## config.mk

```make
export PLATFORM = sky130hd
export DESIGN_NAME = flash_status_poller
export DESIGN_NICKNAME = d
export VERILOG_FILES = /design/src/rtl/flash_status_pkg.sv /design/src/rtl/fsp_pulse_timer.sv /design/src/rtl/fsp_array.sv /design/src/rtl/fsp_status_read.sv /design/src/rtl/flash_status_poller.sv
export SDC_FILE = /design/constraint.sdc
export NUM_CORES = 1
export LEC_CHECK = 0
export ABC_AREA = 1
export BUFFER_PORTS_ARGS = -buffer_cell sky130_fd_sc_hd__buf_4
export CORE_ASPECT_RATIO = 1.5
export CORE_MARGIN = 5
export CORE_UTILIZATION = 55
export CTS_BUF_LIST = sky130_fd_sc_hd__clkbuf_8 sky130_fd_sc_hd__clkbuf_16
export DETAILED_ROUTE_END_ITERATION = 8
export PLACE_DENSITY = 0.7
export SLEW_MARGIN = 20
export SYNTH_ARGS = -nofsm -noshare
export SYNTH_HDL_FRONTEND = slang
export SYNTH_SLANG_ARGS = --single-unit
```

## constraint.sdc

```tcl
create_clock -name clk -period 2.5 [get_ports clk]
set_input_delay 0 -clock clk [delete_from_list [all_inputs] [get_ports clk]]
set_output_delay 0 -clock clk [all_outputs]
set_load 0.005 [all_outputs]
```

## src/rtl/flash_status_pkg.sv

```systemverilog
package flash_status_pkg;
   typedef enum logic [1:0] {
      OP_NONE  = 2'b00,
      OP_PROG  = 2'b01,
      OP_ERASE = 2'b10,
      OP_RESET = 2'b11
   } fsp_op_e;

   typedef enum logic [1:0] {
      ST_IDLE,
      ST_PROG,
      ST_ERASE,
      ST_LOCK
   } fsp_state_e;

   // status word bit positions (fixed by the read-back format)
   localparam int BIT_POLL   = 7;
   localparam int BIT_TOGGLE = 6;
   localparam int BIT_LIMIT  = 5;
endpackage

```

## src/rtl/fsp_pulse_timer.sv

```systemverilog
module fsp_pulse_timer #(
   parameter int LIMIT_PULSES = 100,
   parameter int CNT_W        = $clog2(LIMIT_PULSES + 2)
) (
   input  logic             clk,
   input  logic             rst_n,
   input  logic             clear,
   input  logic             run,
   output logic [CNT_W-1:0] cnt,
   output logic             over_limit
);
   localparam logic [CNT_W-1:0] SAT = CNT_W'(LIMIT_PULSES + 1);

   always_ff @(posedge clk) begin
      if (!rst_n || clear)
         cnt <= '0;
      else if (run && cnt != SAT)
         cnt <= cnt + 1'b1;
   end

   assign over_limit = (cnt > CNT_W'(LIMIT_PULSES));
endmodule

```

## src/rtl/fsp_array.sv

```systemverilog
module fsp_array #(
   parameter int ADDR_W = 4,
   parameter int DATA_W = 8,
   parameter int WORDS  = 1 << ADDR_W
) (
   input  logic              clk,
   input  logic              rst_n,
   input  logic              wr_en,
   input  logic [ADDR_W-1:0] wr_addr,
   input  logic [DATA_W-1:0] wr_data,
   input  logic              erase,
   input  logic [ADDR_W-1:0] rd_addr,
   output logic [DATA_W-1:0] rd_data
);
   logic [WORDS-1:0][DATA_W-1:0] words;

   for (genvar i = 0; i < WORDS; i++) begin : g_word
      logic [DATA_W-1:0] word_q;
      always_ff @(posedge clk) begin
         if (!rst_n || erase)
            word_q <= '1;
         else if (wr_en && wr_addr == ADDR_W'(i))
            word_q <= wr_data;
      end
      assign words[i] = word_q;
   end

   assign rd_data = words[rd_addr];
endmodule

```

## src/rtl/fsp_status_read.sv

```systemverilog
module fsp_status_read
   import flash_status_pkg::*;
#(
   parameter int DATA_W = 8
) (
   input  logic              clk,
   input  logic              rst_n,
   input  logic              rd_en,
   input  logic              busy,
   input  logic              poll_bit,
   input  logic              over_limit,
   input  logic [DATA_W-1:0] array_word,
   output logic [DATA_W-1:0] rdata
);
   logic              toggle_q;
   logic [DATA_W-1:0] status;

   always_comb begin
      status             = '0;
      status[BIT_POLL]   = poll_bit;
      status[BIT_TOGGLE] = toggle_q;
      status[BIT_LIMIT]  = over_limit;
   end

   always_ff @(posedge clk) begin
      if (!rst_n) begin
         toggle_q <= 1'b0;
         rdata    <= '0;
      end else if (rd_en) begin
         rdata <= busy ? status : array_word;
         if (busy)
            toggle_q <= ~toggle_q;
      end
   end
endmodule

```

## src/rtl/flash_status_poller.sv

```systemverilog
module flash_status_poller
   import flash_status_pkg::*;
#(
   parameter int ADDR_W       = 4,
   parameter int DATA_W       = 8,
   parameter int PROG_PULSES  = 8,
   parameter int ERASE_PULSES = 64,
   parameter int LIMIT_PULSES = 100
) (
   input  logic              clk,
   input  logic              rst_n,
   input  logic              cmd_valid,
   input  logic [1:0]        cmd_op,
   input  logic [ADDR_W-1:0] addr,
   input  logic [DATA_W-1:0] wdata,
   input  logic              rd_en,
   output logic [DATA_W-1:0] rdata
);
   localparam int CNT_W = $clog2(LIMIT_PULSES + 2);
   localparam logic [CNT_W-1:0] PROG_LAST  = CNT_W'(PROG_PULSES - 1);
   localparam logic [CNT_W-1:0] ERASE_LAST = CNT_W'(ERASE_PULSES - 1);

   if (DATA_W < 8) begin : g_bad_width
      $error("DATA_W must hold the status bits");
   end
   if (PROG_PULSES < 1 || ERASE_PULSES < 1) begin : g_bad_pulses
      $error("pulse counts must be positive");
   end
   if (PROG_PULSES >= LIMIT_PULSES || ERASE_PULSES >= LIMIT_PULSES) begin : g_bad_limit
      $error("normal algorithms must end below the limit");
   end

   fsp_state_e        state_q;
   logic [ADDR_W-1:0] addr_q;
   logic [DATA_W-1:0] data_q;
   logic [CNT_W-1:0]  pulse_cnt;
   logic              over_limit;
   logic [DATA_W-1:0] cur_word;

   logic cmd_reset, start_prog, start_erase, raises_bit, done, commit;

   assign cmd_reset   = cmd_valid && fsp_op_e'(cmd_op) == OP_RESET;
   assign start_prog  = cmd_valid && fsp_op_e'(cmd_op) == OP_PROG  && state_q == ST_IDLE;
   assign start_erase = cmd_valid && fsp_op_e'(cmd_op) == OP_ERASE && state_q == ST_IDLE;
   assign raises_bit  = |(wdata & ~cur_word);
   assign done        = (state_q == ST_PROG  && pulse_cnt == PROG_LAST) ||
                        (state_q == ST_ERASE && pulse_cnt == ERASE_LAST);
   assign commit      = done && !cmd_reset;

   always_ff @(posedge clk) begin
      if (!rst_n || cmd_reset) begin
         state_q <= ST_IDLE;
      end else begin
         unique case (state_q)
            ST_IDLE: begin
               if (start_prog)
                  state_q <= raises_bit ? ST_LOCK : ST_PROG;
               else if (start_erase)
                  state_q <= ST_ERASE;
            end
            ST_PROG, ST_ERASE: if (done) state_q <= ST_IDLE;
            ST_LOCK: state_q <= ST_LOCK;
         endcase
      end
   end

   always_ff @(posedge clk) begin
      if (!rst_n) begin
         addr_q <= '0;
         data_q <= '0;
      end else if (start_prog) begin
         addr_q <= addr;
         data_q <= wdata;
      end
   end

   fsp_pulse_timer #(
      .LIMIT_PULSES(LIMIT_PULSES),
      .CNT_W       (CNT_W)
   ) i_timer (
      .clk       (clk),
      .rst_n     (rst_n),
      .clear     (cmd_reset || start_prog || start_erase),
      .run       (state_q != ST_IDLE),
      .cnt       (pulse_cnt),
      .over_limit(over_limit)
   );

   fsp_array #(
      .ADDR_W(ADDR_W),
      .DATA_W(DATA_W)
   ) i_array (
      .clk    (clk),
      .rst_n  (rst_n),
      .wr_en  (commit && state_q == ST_PROG),
      .wr_addr(addr_q),
      .wr_data(data_q),
      .erase  (commit && state_q == ST_ERASE),
      .rd_addr(addr),
      .rd_data(cur_word)
   );

   fsp_status_read #(
      .DATA_W(DATA_W)
   ) i_status (
      .clk       (clk),
      .rst_n     (rst_n),
      .rd_en     (rd_en),
      .busy      (state_q != ST_IDLE),
      .poll_bit  (state_q == ST_ERASE ? 1'b0 : ~data_q[BIT_POLL]),
      .over_limit(over_limit),
      .array_word(cur_word),
      .rdata     (rdata)
   );
endmodule

```

; ---- After elaboration in Yosys (flattened, before gate mapping)
; Cells that the tools add are included.
[word_totals]
ff_bits = 158
in_bits = 18
elab_cells = 106
[op_classes]
add_sub_neg = 1
n_lt_le_gt_ge = 2
eq_ne = 26
muxes = 9
n_bitwise = 4
n_reduce_logical = 42
[ops]
columns = operator, count
row1 = 8-bit binary-select mux with 4-bit select, 1
row2 = 4-bit equality test (second input constant), 8
row3 = 1-bit logical AND, 27
row4 = 4-bit by 3-bit equality test with 1-bit output (second input constant), 4
row5 = 8-bit 2-to-1 mux, 2
row6 = 8-bit AND, 1
row7 = 2-bit equality test (second input constant), 4
row8 = 4-bit by 2-bit equality test with 1-bit output (second input constant), 2
row9 = 2-bit 2-to-1 mux, 4
row10 = 8-bit inverter, 1
row11 = 8-bit OR reduction, 1
row12 = 7-bit by 1-bit adder with 7-bit output (second input constant), 1
row13 = 7-bit by 3-bit equality test with 1-bit output (second input constant), 1
row14 = 7-bit by 6-bit equality test with 1-bit output (second input constant), 1
row15 = 7-bit > comparator (second input constant), 1
row16 = 7-bit inequality test (second input constant), 1
row17 = 1-bit logical OR, 6
row18 = 2-bit one-hot mux with 3 select lines, 1
row19 = 4-bit by 5-bit less-than comparator with 1-bit output (second input constant), 1
row20 = 2-bit by 1-bit equality test with 1-bit output (second input constant), 2
row21 = 4-bit by 1-bit equality test with 1-bit output (second input constant), 1
row22 = 4-bit logical NOT, 1
row23 = 2-bit AND reduction, 2
row24 = 3-bit inequality test (second input constant), 1
row25 = 7 further kinds, 9

; ---- Longest topological paths before layout
[depth]
word_depth = 8
ltp_mapped = 14

; ---- Cells and area by module
; From an unflattened synthesis, not the netlist that was laid out.
[hier_totals]
hier_cells = 1115
hier_area_um2 = 7638.6
[by_module_without_submodules]
columns = module, n_inst, cells_per_inst, area_each_um2, seq_area_each_um2
row1 = fsp_array, 1, 871, 6010.8, 2562.5
row2 = flash_status_poller, 1, 126, 805.8, 280.3
row3 = fsp_pulse_timer, 1, 68, 454.2, 140.1
row4 = fsp_status_read, 1, 50, 367.9, 180.2

; ---- Worst setup path before layout
; No wires, ideal clock.
[synth_timing]
path_kind = flip-flop to flip-flop
startpoint = register i_timer.cnt[0]
endpoint = register i_array.g_word[3].word_q[7]
arrival_ns = 1.818
slack_ns = 0.547
stages_incl_launch_ff = 12
n_path_buf = 1
period_less_slack_ns = 1.953
cell_sequence = dfxtp_1 ha_1 inv_1 nor3_1 nand3_1 a21boi_2 nand2_2 buf_6 nor3_4 inv_2 nand2_1 o211ai_2
[synth_via]
elab_chain_cells = 6
word_cells_on_any_way = 10
classes_between = eq/ne: 2 / reduce/logical: 8
[synth_rtl]
columns = item, line_no
row1 = from (decl), fsp_pulse_timer.sv:9  ; output logic [CNT_W-1:0] cnt,
row2 = from (signal assigned), fsp_pulse_timer.sv:18  ; cnt <= cnt + 1'b1;
row3 = 7-bit by 3-bit equality test with 1-bit output / 7-bit by 6-bit equality test with 1-bit output (equally long branches), "flash_status_poller.sv:46, flash_status_poller.sv:47"
row4 = "1-bit logical AND, on equally long branches", "flash_status_poller.sv:46, flash_status_poller.sv:47"
row5 = 1-bit logical OR (*), flash_status_poller.sv:46  ; assign done = (state_q == ST_PROG && pulse_cnt == PROG_LAST) ||
row6 = 1-bit logical AND (*), flash_status_poller.sv:48  ; assign commit = done && !cmd_reset;
row7 = "1-bit logical AND, on equally long branches", "flash_status_poller.sv:95, flash_status_poller.sv:98"
row8 = 1-bit logical AND / 1-bit logical OR (equally long branches), "fsp_array.sv:22, fsp_array.sv:20"
row9 = to (signal assigned), fsp_array.sv:23  ; word_q <= wr_data;
row10 = to (decl), fsp_array.sv:18  ; logic [DATA_W-1:0] word_q;
; Mark *: on every way between the ends. The rest lies on a longest branch, timed or not.
; A chain may end at the register's enable or synchronous reset.

; ---- Worst setup path after layout
[layout_timing]
startpoint = register i_timer.cnt[0]
endpoint = register i_array.g_word[15].word_q[1]
[layout_via]
elab_chain_cells = 6
word_cells_on_any_way = 10
classes_between = eq/ne: 2 / reduce/logical: 8
[layout_rtl]
columns = item, line_no
row1 = 7-bit by 3-bit equality test with 1-bit output / 7-bit by 6-bit equality test with 1-bit output (equally long branches), "flash_status_poller.sv:46, flash_status_poller.sv:47"
row2 = "1-bit logical AND, on equally long branches", "flash_status_poller.sv:46, flash_status_poller.sv:47"
row3 = 1-bit logical OR (*), flash_status_poller.sv:46
row4 = 1-bit logical AND (*), flash_status_poller.sv:48
row5 = "1-bit logical AND, on equally long branches", "flash_status_poller.sv:95, flash_status_poller.sv:98"
row6 = 1-bit logical AND / 1-bit logical OR (equally long branches), "fsp_array.sv:22, fsp_array.sv:20"
row7 = to (signal assigned), fsp_array.sv:23
row8 = to (decl), fsp_array.sv:18
; Marks and branches as above.

==> results.env <==
OUTCOME='finished clean'
WORST_HOLD_SLACK_NS=0.0132
GRT.BUSIEST_LAYER='met2'
ROUTED_VIA_DENSITY=5.58
YOSYSWARNINGS=0
CLOCK-ROOT-BUFFER='sky130_fd_sc_hd__clkbuf_16'
HIGHEST_FANOUT_SEEN_ON_THE_CRITICAL_PATH=14
FINALWEIGHTEDCONGESTION=0.897
DIE_HEIGHT_UM=152
PLACE.DETAILED.INSTANCES=1210
MOST_COMMON_CELL_AFTER_LAYOUT_FILL_AND_TAPS_ASIDE='sky130_fd_sc_hd__nand2_1'
POWER_DENSITY_nW_PER_UM2=681
RSZ0062_AT_GRT='false'
GRT_MAX_DEGREE=65
DR.PASS1.ITERS=5
TIMING.FINAL.HOLD_VIOLATIONS=0
SYNTH_SEQ_CELLS=158
YS.FLOP_TYPE='sky130_fd_sc_hd__dfxtp_1'
DETAILROUTE.VIA_COUNT=7054
ASYNC_RESET_FF_SHARE_PCT=0
SYNTH.TOP_CELL.AREA_SHARE_PCT=42.6
DIE_W_UM=105
START_KIND='register'
SYNTH.AVG_CELL_AREA_UM2=7.03
WORST-SLEW-PIN-TRANSITION_NS=0.933
PORT-BUFFER-COUNT=25
CP.BUFFERS_INVERTERS=3
FIN_CRIT_NS=2.16
CRITICAL_PATH.MOST_COMMON_CELL='sky130_fd_sc_hd__buf_4'
FIRST_PASS_GRT_WIRE_LENGTH_MM=34.0
CTSLONGESTPATHBUFFERS=2
FINAL_MAX_SLEW_VIOL_COUNT=0
START_UTIL_PCT=55.4
SYNTH_SEQUENTIAL_AREA_RATIO_PCT=42.6
DP_WORST_SETUP_SLACK_NS=0.207
FLOORPLAN.ROWS=52
WORST_EP_REQUIRED_TIME_NS=2.84
FIRST_GLOBAL_VIAS=6653
SYNTHDOMINANTAREACELLTYPE='sky130_fd_sc_hd__dfxtp_1'
DRIVE_GT1_SHARE_PCT=11.9
CTS_TREE='done'
DESIGN.DIE.AREA_UM2=16000
CRITICAL-PATH-TOP-DELAY-FAMILY='simple AND/OR/NAND/NOR gates'
PWR-SHARE-COMB_PCT=13.6
GRTUSAGEMET2_PCT=45.0
PATH_CLK_SLEW_NS=0.06
YS_TYPES=32
WIRE_LENGTH_REPORTED_BY_THE_DETAILED_ROUTER_MM=20.9
TRITONCTS.NUM_BUFFERS=17
END_KIND='register'
CLKPWRFRAC_PCT=40.7
NETSWITCHINGFRACTION_PCT=29.2
FMAX_MHz=463
CORE_AREA_UM2=13400
NUMBER_OF_MAXIMUM_CAPACITANCE_CONSTRAINT_VIOLATIONS=0
FINAL.FILL_COUNT=1209
FINALNONFILLERCELLS=1265
LAYOUT.CELLS.MOST_COMMON_LIST='sky130_fd_sc_hd__nand2_1 (321), sky130_fd_sc_hd__nand3_1 (158), sky130_fd_sc_hd__dfxtp_1 (158)'
AREA_DELTA_SYNTH_FINAL_PCT=15.6
CTS.SINK_COUNT=158
P_LEAK_nW=4.14
NET-SWITCHING-POWER_W=0.00171
GLOBALROUTEMET1UTIL_PCT=31.9
SYNTHESIS.INSTANCES=1056
CLOCK_SKEW_NS=0.00889
CLK_LATENCY_NS=0.42
CRITPATHMAXSTAGEDELAY_NS=0.37
LEADING_CELL_TYPES_BY_TOTAL_AREA_AFTER_SYNTHESIS='sky130_fd_sc_hd__dfxtp_1 (43%), sky130_fd_sc_hd__nand2_1 (16%), sky130_fd_sc_hd__nand3_1 (11%), sky130_fd_sc_hd__o211ai_1 (8.3%), sky130_fd_sc_hd__inv_1 (5.2%)'
CRIT_SLOWEST_CELL='sky130_fd_sc_hd__dfxtp_1'
USE_MET3_PCT=3.69
SETUP_VIOL_COUNT_FINAL=0
P_INT_W=0.00414
FINAL_CRITICAL_PATH_SHARE_OF_THE_CLOCK_PERIOD_PCT=86.5
SEQPWRFRAC_PCT=45.7
HOLD_PATH_CLASS='in -> reg'
SYN-CELL-AREA_UM2=7430
CTS_MAX_LEVEL=4
WIRE_PER_INST_UM=16.5
GRT_UTIL_ALL_LAYERS_PCT=26.3
SETUP_SLACK_OF_THE_CRITICAL_PATH_AFTER_LAYOUT_NS=0.338
NUMBER_OF_ANTENNA_VIOLATIONS_AT_THE_FIRST_CHECK_IN_GLOBAL_ROUTING=0
PEAK_SUPPLY_DROP_V=0.000416
DRC_ERRORS=0
POSTSYNTHNETCOUNT=1081
NUM_ANTENNA_CELLS=0
NETS=1115
CRIT_TYPE='reg -> reg'
PATH_CELLS='ha_1 > inv_1 > nor3_1 > nand3_1 > a21boi_2 > nand2_4 > buf_4 > nor3_2 > buf_4 > nand2_1 > o211ai_1'
SETUP_TNS_NS=0
DRT_FIRST_ITER_VIOLATIONS=550
SLEW-LIMIT-HEADROOM_PCT=37.7
SYNTH_ENABLE_FLOP_CELLS=0
GRT.OVERFLOW.TOTAL=0
FLOORPLAN.IO_PINS=26
CP_DATA_ARRIVAL_TIME_NS=2.50
REMAINING_ANTENNA_VIOLATION_COUNT=0
DP.FINAL_HPWL_MM=13.8
## power groups by stage
| stage | logic (W) | registers, W | clock network (W) |
|---|---|---|---|
| floorplan | 0.000482 | 0.00269 | 0 |
| global placement | 0.000753 | 0.00272 | 0 |
| detailed placement | 0.000755 | 0.00273 | 0 |
| CTS | 0.000790 | 0.00267 | 0.00241 |
| global route | 0.000868 | 0.00268 | 0.00253 |
| finish | 0.000797 | 0.00267 | 0.00238 |
## worst paths after layout
path / from / depth (start not counted) / slack (ns) / end
worst max-delay path: i_timer.cnt[0] / 11 / 0.34 / i_array.g_word[15].word_q[1]
worst max register to register: i_timer.cnt[0] / 11 / 0.34 / i_array.g_word[15].word_q[1]
worst min-delay path: cmd_op[1] / 4 / 0.01 / state_q[0]
worst min register to register: i_array.g_word[12].word_q[0] / 2 / 0.45 / i_array.g_word[12].word_q[0]
## cell usage after synthesis (all sizes together) (2+ instances only)
master / instances
clkbuf: 50
a211oi: 2
ha: 7
or2: 7
inv: 108
nor2: 50
nor3: 20
dfxtp: 158
buf: 18
nand2: 324
nand3: 158
clkinv: 4
o21ai: 38
a21oi: 21
o211ai: 84
## metrics by stage
step | area, um2 | total power [W] | utilization (%)
final | 8590 | 0.00585 | 64.1
after global placement | 7820 | 0.00348 | 58.4
after detailed placement | 7820 | 0.00348 | 58.4
after floorplan | 7430 | 0.00318 | -
after CTS | 8560 | 0.00587 | 63.9
after global routing | 8590 | 0.00608 | 64.1
## sequential cells by signal, summed over array words and instances (netlist names)
register,count
addr_q,4
data_q,8
i_array.g_word.word_q,128
i_status.rdata,8
i_status.toggle_q,1
i_timer.cnt,7
state_q,2
## logic make-up after synthesis
family / synth area share, %
adder cells (fa/ha/maj): 1.18
AO/OA/AOI/OAI: 13.4
AND/OR/NAND/NOR: 33.4
flip-flops: 42.6
buffers and inverters: 9.48
## final cells by class
type / count / area, um2 / area share [%]
Multi-Input combinational cell: 718 / 3560 / 41.5
Sequential cell: 158 / 3160 / 36.8
Timing Repair Buffer: 83 / 698 / 8.13
Clock buffer: 17 / 425 / 4.95
Inverter: 112 / 422 / 4.91
Tap cell: 162 / 203 / 2.36
Clock inverter: 15 / 113 / 1.31
## what timing repair did
action / CTS / global route
setup endpoints to repair: 0 / 7
hold endpoints to repair: 15 / 0
hold buffers: 20 / 0
setup buffers: 0 / 3
gates resized for setup: 0 / 1
## metal layers
| layer | vias to the layer above | routed length (um) |
|---|---|---|
| li1 | 3516 | - |
| met1 | 3266 | 8340 |
| met2 | 224 | 10500 |
| met3 | 48 | 1080 |
| met4 | 0 | 949 |
| met5 | - | 0 |
## tightest hold or removal path, delay by kind of cell
| kind | cells | cell delay (ns) |
|---|---|---|
| AND/OR/NAND/NOR | 2 | 0.23 |
| AO/OA/AOI/OAI | 1 | 0.05 |
| buffers and inverters | 1 | 0.10 |
(Power assumes the default switching activity.)
